`src/rtl/uart_irq_pkg.sv`:
```
// Shared types for the interrupt identification block.
// Assumes: identification codes are fixed by the host software contract.
package uart_irq_pkg;

    // Low nibble codes of the identification byte
    typedef enum logic [3:0] {
        ID_NONE    = 4'b0001,
        ID_LINE    = 4'b0110,
        ID_RXDATA  = 4'b0100,
        ID_TIMEOUT = 4'b1100,
        ID_TXEMPTY = 4'b0010
    } irq_id_e;

    // One flag per interrupt source, highest priority first
    typedef struct packed {
        logic line;
        logic rxdata;
        logic timeout;
        logic txempty;
    } irq_pend_t;

endpackage

```
`src/rtl/irq_line_latch.sv`:
```
// Sticky latch for receiver line error events.
// Assumes: err bits are one-cycle event pulses; a new event beats a clear.
module irq_line_latch #(
    parameter int ERR_W = 4
) (
    input  logic             clk,
    input  logic             rst_n,
    input  logic [ERR_W-1:0] err,
    input  logic             clr,
    output logic             pend
);

    // Latch on any error, release on status read unless a new error arrives
    always_ff @(posedge clk) begin
        if (!rst_n)
            pend <= 1'b0;
        else if (|err)
            pend <= 1'b1;
        else if (clr)
            pend <= 1'b0;
    end

endmodule

```
`src/rtl/irq_char_timeout.sv`:
```
// Character time-out detector for the receive FIFO.
// Counts char ticks while the FIFO is non-empty and idle; latches a source
// on the TO_CHARS-th tick. Assumes fifo_nonempty reflects the FIFO level.
module irq_char_timeout #(
    parameter int TO_CHARS = 4
) (
    input  logic clk,
    input  logic rst_n,
    input  logic fifo_en,
    input  logic fifo_nonempty,
    input  logic fifo_push,
    input  logic fifo_pop,
    input  logic rd_rbr,
    input  logic char_tick,
    output logic pend
);

    localparam int CNT_W = $clog2(TO_CHARS + 1);
    localparam logic [CNT_W-1:0] LAST = CNT_W'(TO_CHARS - 1);
    localparam logic [CNT_W-1:0] FULL = CNT_W'(TO_CHARS);

    logic [CNT_W-1:0] cnt;
    logic             restart;
    logic             fire;

    // Any FIFO activity, an empty FIFO or non-FIFO mode holds the count at zero
    always_comb restart = fifo_push | fifo_pop | rd_rbr | ~fifo_nonempty | ~fifo_en;

    // The final tick of the window completes the time-out
    always_comb fire = ~restart & char_tick & (cnt == LAST);

    // Tick counter, saturating at the window length
    always_ff @(posedge clk) begin
        if (!rst_n || restart)
            cnt <= '0;
        else if (char_tick && cnt != FULL)
            cnt <= cnt + 1'b1;
    end

    // Time-out source latch, cleared by buffer read or leaving FIFO mode
    always_ff @(posedge clk) begin
        if (!rst_n)
            pend <= 1'b0;
        else if (fire)
            pend <= 1'b1;
        else if (rd_rbr || !fifo_en)
            pend <= 1'b0;
    end

endmodule

```
`src/rtl/irq_txempty_latch.sv`:
```
// Transmit-empty source latch, armed on a rising edge of the empty status.
// Assumes: ack is high only when the identification read reports this source.
module irq_txempty_latch (
    input  logic clk,
    input  logic rst_n,
    input  logic thr_empty,
    input  logic wr_thr,
    input  logic ack,
    output logic pend
);

    logic empty_q;

    // Remember last empty status for edge detection
    always_ff @(posedge clk) begin
        if (!rst_n)
            empty_q <= 1'b0;
        else
            empty_q <= thr_empty;
    end

    // Set on rising edge, clear on write or acknowledged identification read
    always_ff @(posedge clk) begin
        if (!rst_n)
            pend <= 1'b0;
        else if (thr_empty && !empty_q)
            pend <= 1'b1;
        else if (wr_thr || ack)
            pend <= 1'b0;
    end

endmodule

```
`src/rtl/irq_id_encoder.sv`:
```
// Priority encoder that builds the identification byte from source flags.
// Assumes: timeout flag is already gated by FIFO mode.
module irq_id_encoder
    import uart_irq_pkg::*;
(
    input  irq_pend_t   pend,
    input  logic        fifo_en,
    output logic [7:0]  id_byte,
    output logic        sel_tx
);

    irq_id_e code;

    // Pick the highest ranked pending source
    always_comb begin
        if (pend.line)
            code = ID_LINE;
        else if (pend.rxdata)
            code = ID_RXDATA;
        else if (pend.timeout)
            code = ID_TIMEOUT;
        else if (pend.txempty)
            code = ID_TXEMPTY;
        else
            code = ID_NONE;
    end

    // Assemble the byte: mode bits, two zero bits, source code
    always_comb id_byte = {fifo_en, fifo_en, 2'b00, code};

    // Tell the transmit latch it is the reported source
    always_comb sel_tx = (code == ID_TXEMPTY);

endmodule

```
`src/rtl/uart_irq_ident.sv`:
```
// Top of the interrupt identification block: source latches plus encoder.
// Assumes: host strobes are single-cycle pulses synchronous to clk.
module uart_irq_ident
    import uart_irq_pkg::*;
#(
    parameter int ERR_W    = 4,
    parameter int TO_CHARS = 4
) (
    input  logic             clk,
    input  logic             rst_n,
    input  logic             fifo_en,
    input  logic [ERR_W-1:0] line_err,
    input  logic             rx_ready,
    input  logic             fifo_nonempty,
    input  logic             fifo_push,
    input  logic             fifo_pop,
    input  logic             char_tick,
    input  logic             thr_empty,
    input  logic             rd_lsr,
    input  logic             rd_rbr,
    input  logic             rd_iir,
    input  logic             wr_thr,
    output logic [7:0]       iir_byte,
    output logic             irq
);

    irq_pend_t pend;
    logic      line_p;
    logic      to_p;
    logic      tx_p;
    logic      sel_tx;
    logic      tx_ack;

    irq_line_latch #(.ERR_W(ERR_W)) u_line (
        .clk  (clk),
        .rst_n(rst_n),
        .err  (line_err),
        .clr  (rd_lsr),
        .pend (line_p)
    );

    irq_char_timeout #(.TO_CHARS(TO_CHARS)) u_tmo (
        .clk          (clk),
        .rst_n        (rst_n),
        .fifo_en      (fifo_en),
        .fifo_nonempty(fifo_nonempty),
        .fifo_push    (fifo_push),
        .fifo_pop     (fifo_pop),
        .rd_rbr       (rd_rbr),
        .char_tick    (char_tick),
        .pend         (to_p)
    );

    // Identification read acknowledges transmit-empty only when it is reported
    always_comb tx_ack = rd_iir & sel_tx;

    irq_txempty_latch u_tx (
        .clk      (clk),
        .rst_n    (rst_n),
        .thr_empty(thr_empty),
        .wr_thr   (wr_thr),
        .ack      (tx_ack),
        .pend     (tx_p)
    );

    // Collect source flags; time-out only counts in FIFO mode
    always_comb begin
        pend.line    = line_p;
        pend.rxdata  = rx_ready;
        pend.timeout = to_p & fifo_en;
        pend.txempty = tx_p;
    end

    irq_id_encoder u_enc (
        .pend   (pend),
        .fifo_en(fifo_en),
        .id_byte(iir_byte),
        .sel_tx (sel_tx)
    );

    // Request line is high when any source is pending
    always_comb irq = |pend;

endmodule

```
`config.mk`:
```
export PLATFORM = sky130hd
export DESIGN_NAME = uart_irq_ident
export DESIGN_NICKNAME = d
export VERILOG_FILES = /design/src/rtl/uart_irq_pkg.sv /design/src/rtl/irq_line_latch.sv /design/src/rtl/irq_char_timeout.sv /design/src/rtl/irq_txempty_latch.sv /design/src/rtl/irq_id_encoder.sv /design/src/rtl/uart_irq_ident.sv
export SDC_FILE = /design/constraint.sdc
export NUM_CORES = 1
export LEC_CHECK = 0
export ABC_AREA = 1
export BUFFER_PORTS_ARGS = -buffer_cell sky130_fd_sc_hd__buf_2
export CAP_MARGIN = 20
export CORE_AREA = 4 4 41 43
export CTS_CLUSTER_SIZE = 12
export DETAILED_ROUTE_END_ITERATION = 6
export DIE_AREA = 0 0 45 47
export GPL_ROUTABILITY_DRIVEN = 0
export GPL_TIMING_DRIVEN = 0
export HOLD_SLACK_MARGIN = 0.15
export PLACE_DENSITY = 0.68
export SLEW_MARGIN = 20
export SYNTH_ARGS = -nofsm -noshare
export SYNTH_HDL_FRONTEND = slang
export SYNTH_SLANG_ARGS = --single-unit
export TNS_END_PERCENT = 100
```
`constraint.sdc`:
```
create_clock -name clk -period 1.8 [get_ports clk]
set_input_delay 0.36 -clock clk [delete_from_list [all_inputs] [get_ports clk]]
set_output_delay 0.36 -clock clk [all_outputs]
set_load 0.02 [all_outputs]
```
==> flow_metrics.env <==
export IMPL_root_buffer="clkbuf_4"
export IMPL_status="finished, final reports clean"
export IMPL_final_common_cell="buf_2"
export IMPL_path_cells="nor2_1 -> nand2_2 -> nor2_2 -> buf_2"
export IMPL_syn2layout_area_growth_pct=35.0
export IMPL_fin_crit_ps=1470
export IMPL_ys_flop_type="dfxtp_1"
export IMPL_swShare_pct=27.1
export IMPL_finClkSkew_ps=1.54
export IMPL_hold_viol=0
export IMPL_vdd_drop_max_uv=330
export IMPL_clk_pin_slew_ps=50
export IMPL_dr_pass1_iters=2
export IMPL_combPwrFrac_pct=19.4
export IMPL_die_y_um=47
export IMPL_clock_power_share_pct=37.8
export IMPL_ioPinCount=26
export IMPL_numPlacedInstances=111
export IMPL_grt_pass1_vias=418
export IMPL_yosysWarnings=0
export IMPL_wl_per_cell_um=8.29
export IMPL_fin_util_pct=48.6
export IMPL_synth_area_um2=468
export IMPL_clkSinkCount=7
export IMPL_numCtsBuffers=3
export IMPL_path_class="reg -> out"
export IMPL_synth_area_per_cell_um2=6.50
export IMPL_leakagePower_nw=0.392
export IMPL_cts_max_level=1
export IMPL_whs_ps=304
export IMPL_dp_hpwl_um=805
export IMPL_grt_antenna_before_repair=0
export IMPL_final_net_count=121
export IMPL_critPathMaxFanout=5
export IMPL_internal_power_mw=0.278
export IMPL_critPathSlowestCell="dfxtp_1"
export IMPL_dpl_cell_area_um2=606
export IMPL_switchingPower_mw=0.103
export IMPL_ant_nets=0
export IMPL_drive_gt1_share_pct=36.0
export IMPL_cap_violations=0
export IMPL_cts_tree="done"
export IMPL_synth_edf_count=0
export IMPL_fin_cells=115
export IMPL_cp_arrival_ps=1110
export IMPL_crit_required_ps=1440
export IMPL_cts_resized=0
export IMPL_groute_usage_overall_pct=9.34
export IMPL_grt_pass1_wl_um=1440
export IMPL_holdCritPathClass="in -> reg"
export IMPL_dr_total_vias=464
export IMPL_drc=0
export IMPL_power_per_cell_area_nw_per_um2=603
export IMPL_dieArea_um2=2120
export IMPL_start_kind="register"
export IMPL_fin_tns_setup_ps=0
export IMPL_postCtsSetupBuffers=0
export IMPL_design_area_um2=632
export IMPL_pre_cts_ws_ps=452
export IMPL_slowest_delay_ps=340
export IMPL_synth_cell_types=19
export IMPL_syn_instance_count=72
export IMPL_start_util_pct=36.0
export IMPL_viasPerCell=4.03
export IMPL_antenna_cells=0
export IMPL_critPathCaptureType="primary output"
export IMPL_rsz0062_at_grt="false"
export IMPL_portBuffers=23
export IMPL_drv_slew=0
export IMPL_drt_wl_total_um=953
export IMPL_finalPower_mw=0.381
export IMPL_fin_crit_sh_pct=81.8
export IMPL_clkLatencyLatePin_ps=250
export IMPL_grt_max_degree=6
export IMPL_clk_path_buf_depth=2
export IMPL_final_cell_mix="23 x buf_2, 22 x nand2_1, 14 x inv_1, 7 x dfxtp_1, 5 x nor2_1"
export IMPL_async_reset_ff_share_pct=0
export IMPL_die_w_um=45
export IMPL_yosysSeqAreaShare_pct=29.9
export IMPL_synth_seq_cells=7
export IMPL_core_area_um2=1300
export IMPL_drt_iter0_drc=2
export IMPL_timing_fmax_mhz=679
export IMPL_rows=13
export IMPL_seqPwrFrac_pct=42.9
export IMPL_finalSetupViolations=0
export IMPL_holdBufCountCts=0
export IMPL_setup_ws_ps=328
export IMPL_grt_ovfl_total=0
[cell type report]
cell class              count  area, µm²
flip-flops and latches      7        140
multi-input cells          46        241
plain buffers               4       30.0
well taps                  15       18.8
clock buffers               4       26.3
inverters                  16       60.1
fillers                   147        669
repair buffers             23        115
[cell families after synthesis]
kind of cell,after synthesis,synth area share (%)
simple gates,40,40.4
buf+inv,20,19.3
flops,7,29.9
fa+ha+maj,3,8.02
compound gates,1,1.60
other cells,1,0.801
[routing by layer]
metal	track usage, %	part of all wire, %
met5	0	0
met4	5.26	1.5
met3	3.45	7.7
met2	15.5	49
met1	10.3	42
[critical path, delay by kind of cell, from the launching register on]
family | cells | cell delay [ps]
DFF | 1 | 340
buffers and inverters | 1 | 180
and+or+nand+nor | 3 | 340
[cells in the mapped netlist (2+ instances only)]
| cell type | instances | area share, % |
|---|---|---|
| nand2_1 | 22 | 18 |
| inv_1 | 14 | 11 |
| dfxtp_1 | 7 | 30 |
| nor2_1 | 5 | 4.0 |
| buf_4 | 4 | 6.4 |
| ha_1 | 3 | 8.0 |
| nand3_1 | 3 | 3.2 |
| inv_2 | 2 | 1.6 |
| nand3b_1 | 2 | 3.2 |
[registers in the layout, indices dropped and copies added, names as in the netlist]
register / cells
u_line.pend: 1
u_tmo.cnt: 3
u_tmo.pend: 1
u_tx.empty_q: 1
u_tx.pend: 1
[worst paths after layout]
| path | start | end | slack [ps] | depth (start not counted) |
|---|---|---|---|---|
| min | thr_empty | u_tx.empty_q$_SDFF_PN0_ | 300 | 3 |
| max reg2reg | u_tmo.cnt[0]$_SDFFE_PP0P_ | u_tmo.cnt[2]$_SDFFE_PP0P_ | 670 | 6 |
| min reg2reg | u_tx.empty_q$_SDFF_PN0_ | u_tx.pend$_SDFFE_PN0P_ | 480 | 2 |
| max | u_line.pend$_SDFFE_PN0P_ | iir_byte[0] | 330 | 4 |
[power by group through the flow]
| stage | Combinational [mW] | Sequential [mW] | Clock (mW) |
|---|---|---|---|
| floorplan | 0.0431 | 0.166 | 0 |
| global placement | 0.0727 | 0.167 | 0 |
| detailed placement | 0.0740 | 0.167 | 0 |
| CTS | 0.0744 | 0.163 | 0.151 |
| global route | 0.0819 | 0.164 | 0.157 |
| finish | 0.0737 | 0.163 | 0.144 |
Power figures use the tool's default switching activity.
